<file path="src/rtl/pie_pkg.sv">
package pie_pkg;
  typedef enum logic {TRIG_EDGE = 1'b0, TRIG_LEVEL = 1'b1} trig_e;
endpackage

</file>
<file path="src/rtl/pie_pin_state.sv">
module pie_pin_state #(
  parameter int N = 8
) (
  input  logic         clk_i,
  input  logic         rst_ni,
  input  logic [N-1:0] line_evt_i,
  input  logic [N-1:0] line_lvl_i,
  input  logic [N-1:0] mask_i,
  input  logic [N-1:0] level_trig_i,
  input  logic [N-1:0] remote_irr_i,
  input  logic [N-1:0] grant_oh_i,
  input  logic [N-1:0] acc_edge_oh_i,
  input  logic [N-1:0] redo_i,
  input  logic         expire_i,
  output logic [N-1:0] pending_o,
  output logic [N-1:0] need_o,
  output logic [N-1:0] eligible_o,
  output logic [N-1:0] low_evt_o,
  output logic [N-1:0] view_o
);
  logic [N-1:0] pending_q, delivered_q, need_q, mask_q;
  logic [N-1:0] hi_evt, lo_evt, trig_line, unmask, wake, need_d;

  assign hi_evt     = line_evt_i & line_lvl_i;
  assign lo_evt     = line_evt_i & ~line_lvl_i;
  assign eligible_o = ~mask_i & (~level_trig_i | ~remote_irr_i);

  // level pins always retry; edge pins only on a fresh request
  assign trig_line = hi_evt & (level_trig_i | ~pending_q);
  assign unmask    = mask_q & ~mask_i & level_trig_i & pending_q & ~remote_irr_i;
  assign wake      = expire_i ? (level_trig_i & pending_q & ~remote_irr_i) : '0;
  assign need_d    = ((need_q & ~grant_oh_i & eligible_o) | trig_line | redo_i
                     | wake | unmask) & ~lo_evt;

  always_ff @(posedge clk_i or negedge rst_ni) begin
    if (!rst_ni) begin
      pending_q   <= '0;
      delivered_q <= '0;
      need_q      <= '0;
      mask_q      <= '1;
    end else begin
      pending_q   <= (pending_q | hi_evt) & ~lo_evt;
      delivered_q <= (delivered_q | acc_edge_oh_i) & ~hi_evt;
      need_q      <= need_d;
      mask_q      <= mask_i;
    end
  end

  assign pending_o = pending_q;
  assign need_o    = need_q;
  assign low_evt_o = lo_evt;
  assign view_o    = pending_q & ~delivered_q;
endmodule

</file>
<file path="src/rtl/pie_storm.sv">
module pie_storm #(
  parameter int N           = 8,
  parameter int VEC_W       = 8,
  parameter int STORM_LIMIT = 10000,
  parameter int DLY_W       = 20
) (
  input  logic               clk_i,
  input  logic               rst_ni,
  input  logic               eoi_valid_i,
  input  logic [VEC_W-1:0]   eoi_vector_i,
  input  logic [N*VEC_W-1:0] vector_i,
  input  logic [N-1:0]       level_trig_i,
  input  logic [N-1:0]       mask_i,
  input  logic [N-1:0]       pending_i,
  input  logic [DLY_W-1:0]   defer_len_i,
  output logic [N-1:0]       rirr_clr_o,
  output logic [N-1:0]       redo_o,
  output logic               expire_o
);
  localparam int CNT_W = $clog2(STORM_LIMIT + 1);

  logic [N-1:0]     hit, again, storm;
  logic [DLY_W-1:0] tmr_q;

  for (genvar i = 0; i < N; i++) begin : g_pin
    logic [CNT_W-1:0] cnt_q;
    assign hit[i]   = eoi_valid_i && level_trig_i[i]
                      && (vector_i[i*VEC_W +: VEC_W] == eoi_vector_i);
    assign again[i] = hit[i] & ~mask_i[i] & pending_i[i];
    assign storm[i] = again[i] && (cnt_q == CNT_W'(STORM_LIMIT - 1));
    assign redo_o[i] = again[i] & ~storm[i];

    always_ff @(posedge clk_i or negedge rst_ni) begin
      if (!rst_ni)       cnt_q <= '0;
      else if (hit[i])   cnt_q <= redo_o[i] ? cnt_q + CNT_W'(1) : '0;
    end
  end

  // one shared timer; a storm on the expiry cycle re-arms it
  always_ff @(posedge clk_i or negedge rst_ni) begin
    if (!rst_ni) tmr_q <= '0;
    else if ((|storm) && (tmr_q <= DLY_W'(1)))
      tmr_q <= (defer_len_i == '0) ? DLY_W'(1) : defer_len_i;
    else if (tmr_q != '0)
      tmr_q <= tmr_q - DLY_W'(1);
  end

  assign expire_o   = (tmr_q == DLY_W'(1));
  assign rirr_clr_o = hit;
endmodule

</file>
<file path="src/rtl/pie_arbiter.sv">
module pie_arbiter #(
  parameter int N      = 8,
  parameter int VEC_W  = 8,
  parameter int DEST_W = 8,
  localparam int PIN_W = (N > 1) ? $clog2(N) : 1
) (
  input  logic                clk_i,
  input  logic                rst_ni,
  input  logic [N-1:0]        need_i,
  input  logic [N-1:0]        eligible_i,
  input  logic [N-1:0]        low_evt_i,
  input  logic [N-1:0]        level_trig_i,
  input  logic [N*VEC_W-1:0]  vector_i,
  input  logic [N*DEST_W-1:0] dest_i,
  input  logic                req_ready_i,
  output logic                req_valid_o,
  output logic [PIN_W-1:0]    req_pin_o,
  output logic [VEC_W-1:0]    req_vector_o,
  output logic [DEST_W-1:0]   req_dest_o,
  output logic                req_level_o,
  output logic [N-1:0]        grant_oh_o,
  output logic [N-1:0]        acc_oh_o
);
  logic [N-1:0]     inflight, cand;
  logic [PIN_W-1:0] pick;
  logic             load;

  assign inflight = req_valid_o ? (N'(1) << req_pin_o) : '0;
  assign cand     = need_i & eligible_i & ~low_evt_i & ~inflight;
  assign load     = ~req_valid_o | req_ready_i;

  always_comb begin
    pick = '0;
    for (int i = N - 1; i >= 0; i--) if (cand[i]) pick = PIN_W'(i);
  end

  assign grant_oh_o = (load && (|cand)) ? (N'(1) << pick) : '0;
  assign acc_oh_o   = (req_valid_o && req_ready_i) ? (N'(1) << req_pin_o) : '0;

  always_ff @(posedge clk_i or negedge rst_ni) begin
    if (!rst_ni) begin
      req_valid_o  <= 1'b0;
      req_pin_o    <= '0;
      req_vector_o <= '0;
      req_dest_o   <= '0;
      req_level_o  <= 1'b0;
    end else if (load) begin
      req_valid_o <= |cand;
      if (|cand) begin
        req_pin_o    <= pick;
        req_vector_o <= vector_i[pick*VEC_W +: VEC_W];
        req_dest_o   <= dest_i[pick*DEST_W +: DEST_W];
        req_level_o  <= level_trig_i[pick];
      end
    end
  end
endmodule

</file>
<file path="src/rtl/pin_irq_engine.sv">
module pin_irq_engine
  import pie_pkg::*;
#(
  parameter int N           = 8,
  parameter int VEC_W       = 8,
  parameter int DEST_W      = 8,
  parameter int STORM_LIMIT = 10000,
  parameter int DLY_W       = 20,
  localparam int PIN_W      = (N > 1) ? $clog2(N) : 1
) (
  input  logic                clk_i,
  input  logic                rst_ni,
  input  logic [N-1:0]        line_evt_i,
  input  logic [N-1:0]        line_lvl_i,
  input  logic [N-1:0]        mask_i,
  input  logic [N-1:0]        level_trig_i,
  input  logic [N-1:0]        remote_irr_i,
  input  logic [N*VEC_W-1:0]  vector_i,
  input  logic [N*DEST_W-1:0] dest_i,
  input  logic                eoi_valid_i,
  input  logic [VEC_W-1:0]    eoi_vector_i,
  input  logic [DLY_W-1:0]    defer_len_i,
  output logic                req_valid_o,
  input  logic                req_ready_i,
  output logic [PIN_W-1:0]    req_pin_o,
  output logic [VEC_W-1:0]    req_vector_o,
  output logic [DEST_W-1:0]   req_dest_o,
  output logic                req_level_o,
  output logic [N-1:0]        rirr_set_o,
  output logic [N-1:0]        rirr_clr_o,
  output logic [N-1:0]        pending_view_o
);
  logic [N-1:0] pending, need, eligible, low_evt, grant_oh, acc_oh, redo;
  logic [N-1:0] acc_edge, acc_level;
  logic         expire;

  always_comb begin
    for (int i = 0; i < N; i++) begin
      acc_level[i] = acc_oh[i] && (trig_e'(req_level_o) == TRIG_LEVEL);
      acc_edge[i]  = acc_oh[i] && (trig_e'(req_level_o) == TRIG_EDGE);
    end
  end

  pie_pin_state #(.N(N)) u_state (
    .clk_i, .rst_ni,
    .line_evt_i, .line_lvl_i, .mask_i, .level_trig_i, .remote_irr_i,
    .grant_oh_i(grant_oh), .acc_edge_oh_i(acc_edge), .redo_i(redo),
    .expire_i(expire), .pending_o(pending), .need_o(need),
    .eligible_o(eligible), .low_evt_o(low_evt), .view_o(pending_view_o)
  );

  pie_storm #(.N(N), .VEC_W(VEC_W), .STORM_LIMIT(STORM_LIMIT), .DLY_W(DLY_W)) u_storm (
    .clk_i, .rst_ni, .eoi_valid_i, .eoi_vector_i, .vector_i, .level_trig_i,
    .mask_i, .pending_i(pending), .defer_len_i,
    .rirr_clr_o, .redo_o(redo), .expire_o(expire)
  );

  pie_arbiter #(.N(N), .VEC_W(VEC_W), .DEST_W(DEST_W)) u_arb (
    .clk_i, .rst_ni, .need_i(need), .eligible_i(eligible), .low_evt_i(low_evt),
    .level_trig_i, .vector_i, .dest_i, .req_ready_i,
    .req_valid_o, .req_pin_o, .req_vector_o, .req_dest_o, .req_level_o,
    .grant_oh_o(grant_oh), .acc_oh_o(acc_oh)
  );

  assign rirr_set_o = acc_level;
endmodule

</file>
<file path="config.mk">
export PLATFORM = sky130hd
export DESIGN_NAME = pin_irq_engine
export DESIGN_NICKNAME = d
export VERILOG_FILES = /design/src/rtl/pie_pkg.sv /design/src/rtl/pie_pin_state.sv /design/src/rtl/pie_storm.sv /design/src/rtl/pie_arbiter.sv /design/src/rtl/pin_irq_engine.sv
export SDC_FILE = /design/constraint.sdc
export NUM_CORES = 1
export LEC_CHECK = 0
export BUFFER_PORTS_ARGS = -buffer_cell sky130_fd_sc_hd__buf_2
export CORE_UTILIZATION = 60
export DETAILED_ROUTE_END_ITERATION = 16
export GPL_TIMING_DRIVEN = 0
export PLACE_DENSITY = 0.87
export SETUP_SLACK_MARGIN = 0.4
export SYNTH_ARGS = -nofsm -noshare
export SYNTH_HDL_FRONTEND = slang
export SYNTH_SLANG_ARGS = --single-unit
</file>
<file path="constraint.sdc">
create_clock -name clk_i -period 4 [get_ports clk_i]
set_input_delay 1 -clock clk_i [delete_from_list [all_inputs] [get_ports clk_i]]
set_output_delay 1 -clock clk_i [all_outputs]
set_load 0.01 [all_outputs]
</file>
==> flow_summary.ini <==
[clock_tree]
clock-sinks = 185
clock-root-buffer = clkbuf_16
htreeDepth = 4
clockBufferDepth = 2
cts_tree = done
clk_pin_slew_ps = 70
numCtsBuffers = 17
clk_latency_ps = 440

[floorplan]
core_mm2 = 0.0186
dieArea_mm2 = 0.0195
fp-row-count = 50
start_util = 0.610
fp.dieW_um = 140
die_h_um = 140
ioPinCount = 245

[timing]
rsz0062_at_grt = false
worstMarginPinSlew_ps = 1060
hold_viol = 0
setup_viol = 0
setup_tns_ps = 0
post-route-min-period_ps = 3520
fin_worst_skew_ps = 12.2
max_freq_ghz = 0.284
min_period_over_period = 0.880
slew_violations = 0
max_slew_margin = 0.278

[pwr]
power.leakage_nw = 6.37
p_per_area_mw_per_mm2 = 387
irDropWorstVdd_v = 0.000328
total_power_mw = 5.27

[yosys]
netlist.area_leader.share = 0.389
yosysUniqueCellTypes = 73
synth_top_cell_by_area = dfrtp_1
ys_warn_count = 0
synth_area_mm2 = 0.0114
avgSynthCellArea_um2 = 8.73
yosysSeqAreaShare = 0.408
syn-instance-count = 1304
synth_area_leaders = dfrtp_1 (39%), xor2_1 (5.2%), o21ai_0 (4.9%), xnor2_1 (4.6%), nand2_1 (4.1%)
async_flop_share = 1.00
ys_ff_latch = 185
ys.flop_type = dfrtp_1
synth_nets = 1514
synth-edff-count = 0

[place]
gp_congestion = 0.978
place_hpwl_um = 26500
dp.cells = 1775
numPortBuffers = 236

[setup_path]
end_kind = output pin
worstPathMaxFanout = 10
crit_type = input port to output pin
start_kind = input port
required_ps = 3000
cp.arrival_ps = 2520

[final_layout]
drive_gt1_frac = 0.211
syn2layout_area_growth_pct = 19.7
fin_nets = 1774
final_cells = 1812
final_core_util = 0.731

[route]
drt-initial-drc-count = 1136
drtPass1Iterations = 6
vias_per_cell = 6.39
vias = 11583
wirelength_um = 35500
remaining_drc_errors = 0
detail_route.wl_per_cell_um = 19.6
antenna_left = 0

[global_routing]
grt_pass1_vias = 10932
grt_overflow_total = 0
antenna_found_initial = 1
grt_use_total = 0.368
grt_pass1_wl_um = 56600
grt_max_degree = 96

[min_path]
min_path_type = flip-flop to flip-flop

[run_status]
outcome = finished, final reports clean

[run]
maxCapViolations = 0
## flip-flops by register name, summed over array words and instances (netlist names), named ones only
signal               count
u_state.delivered_q      8
u_arb.req_vector_o       8
u_state.mask_q           8
u_arb.req_dest_o         8
u_storm.tmr_q           20
u_arb.req_valid_o        1
u_state.need_o           8
u_arb.req_pin_o          3
u_arb.req_level_o        1
u_storm.g_pin.cnt_q    112
## cell usage after synthesis (5+ instances only)
| master | number |
|---|---|
| a211oi_1 | 18 |
| a21o_1 | 14 |
| a21oi_1 | 54 |
| a221oi_1 | 8 |
| a22oi_1 | 8 |
| a31oi_1 | 7 |
| and3_1 | 43 |
| buf_2 | 17 |
| clkbuf_1 | 27 |
| dfrtp_1 | 177 |
| dfstp_2 | 8 |
| ha_1 | 10 |
| inv_1 | 35 |
| mux2i_1 | 17 |
| nand2_1 | 123 |
| nand2b_1 | 29 |
| nand3_1 | 76 |
| nand4_1 | 28 |
| nor2_1 | 122 |
| nor2b_1 | 22 |
| nor3_1 | 34 |
| nor4_1 | 19 |
| nor4b_1 | 9 |
| o211a_1 | 8 |
| o211ai_1 | 8 |
| o21ai_0 | 112 |
| o221ai_1 | 10 |
| o22ai_1 | 6 |
| o31ai_1 | 26 |
| or3_1 | 22 |
| or3b_2 | 6 |
| or4_1 | 5 |
| xnor2_1 | 60 |
| xor2_1 | 67 |
## power by group
part / switching, mW / internal, mW / total [mW]
Combinational: 0.750 / 0.474 / 1.22
Clock: 0.782 / 1.11 / 1.89
Sequential: 0.142 / 2.02 / 2.16
## area by class of cell
cell class	count	area, µm²
inverters	37	139
diodes	1	2.50
plain buffers	47	218
clock buffers	20	467
clock inverters	12	184
multi-input cells	1035	6430
fillers	1387	5020
repair buffers	241	1250
well taps	234	293
flip-flops and latches	185	4640
## metal layers
| metal | GRT usage | share of wire | vias to the layer above |
|---|---|---|---|
| met4 | 0.156 | 0.037 | 0 |
| li1 | - | - | 5262 |
| met5 | 0 | 0 | - |
| met1 | 0.491 | 0.40 | 5589 |
| met2 | 0.587 | 0.47 | 631 |
| met3 | 0.0726 | 0.094 | 101 |
## cell usage in the layout (no fill, tap or decap), types with 9 or more instances in the layout
master,Yosys,final
a211oi_1,18,18
a21o_1,14,14
a21oi_1,54,54
and3_1,43,43
buf_2,17,250
clkbuf_1,27,27
clkbuf_16,0,17
dfrtp_1,177,177
ha_1,10,10
inv_1,35,35
mux2i_1,17,17
nand2_1,123,123
nand2b_1,29,29
nand3_1,76,75
nand4_1,28,28
nor2_1,122,122
nor2b_1,22,22
nor3_1,34,33
nor4_1,19,17
nor4b_1,9,9
o21ai_0,112,112
o221ai_1,10,10
o31ai_1,26,26
or3_1,22,22
xnor2_1,60,60
xor2_1,67,67
## metrics by stage
stage                     instance area, µm²  hold slack [ps]  worst slack [ps]
final                                  13600              485               481
after global routing                   13600              496               406
after CTS                              13600              487               474
after detailed placement               12900              471             -96.2
after global placement                 12900              460             -1100
after floorplan                        11400              446               836
## worst paths after layout
path / startpoint / endpoint / slack [ps] / depth (start not counted)
hold / removal: u_arb.req_vector_o[3]$_DFFE_PN0P_ / u_arb.req_vector_o[3]$_DFFE_PN0P_ / 490 / 2
setup reg to reg: u_arb.req_pin_o[0]$_DFFE_PN0P_ / u_arb.req_dest_o[1]$_DFFE_PN0P_ / 530 / 9
hold reg to reg: u_arb.req_vector_o[3]$_DFFE_PN0P_ / u_arb.req_vector_o[3]$_DFFE_PN0P_ / 490 / 2
setup / recovery: eoi_vector_i[6] / rirr_clr_o[5] / 480 / 7
max in group asynchronous: rst_ni / u_state.mask_q[3]$_DFF_PN1_ / 2520 / 2
min in group asynchronous: rst_ni / u_storm.g_pin[0].cnt_q[10]$_DFFE_PN0P_ / 530 / 1
## worst max-delay path: stages
cell and delay (ps):
buf_2 250, xnor2_1 160, nand3_1 160, or3_1 400
clkbuf_1 240, inv_1 160, buf_2 140
## repair_timing
action,in CTS,in global routing
setup endpoints to repair,1,28
gates cloned,0,0
buffers inserted,0,4
hold buffers,0,0
pin swaps,0,2
gates resized for setup,4,5
## cell families (layout without fill, tap and decap cells)
logic type | count (synthesis) | count (layout) | share of synthesized area
AO/OA/AOI/OAI | 308 | 308 | 0.177
AND/OR/NAND/NOR | 571 | 571 | 0.259
adder cells (fa/ha/maj) | 10 | 10 | 0.0110
flip-flops | 185 | 185 | 0.408
buffers and inverters | 84 | 357 | 0.0309
other | 0 | 1 | 0
multiplexers | 19 | 19 | 0.0169
XOR/XNOR | 127 | 127 | 0.0977
No activity file was read; power rests on OpenSTA's default activity.
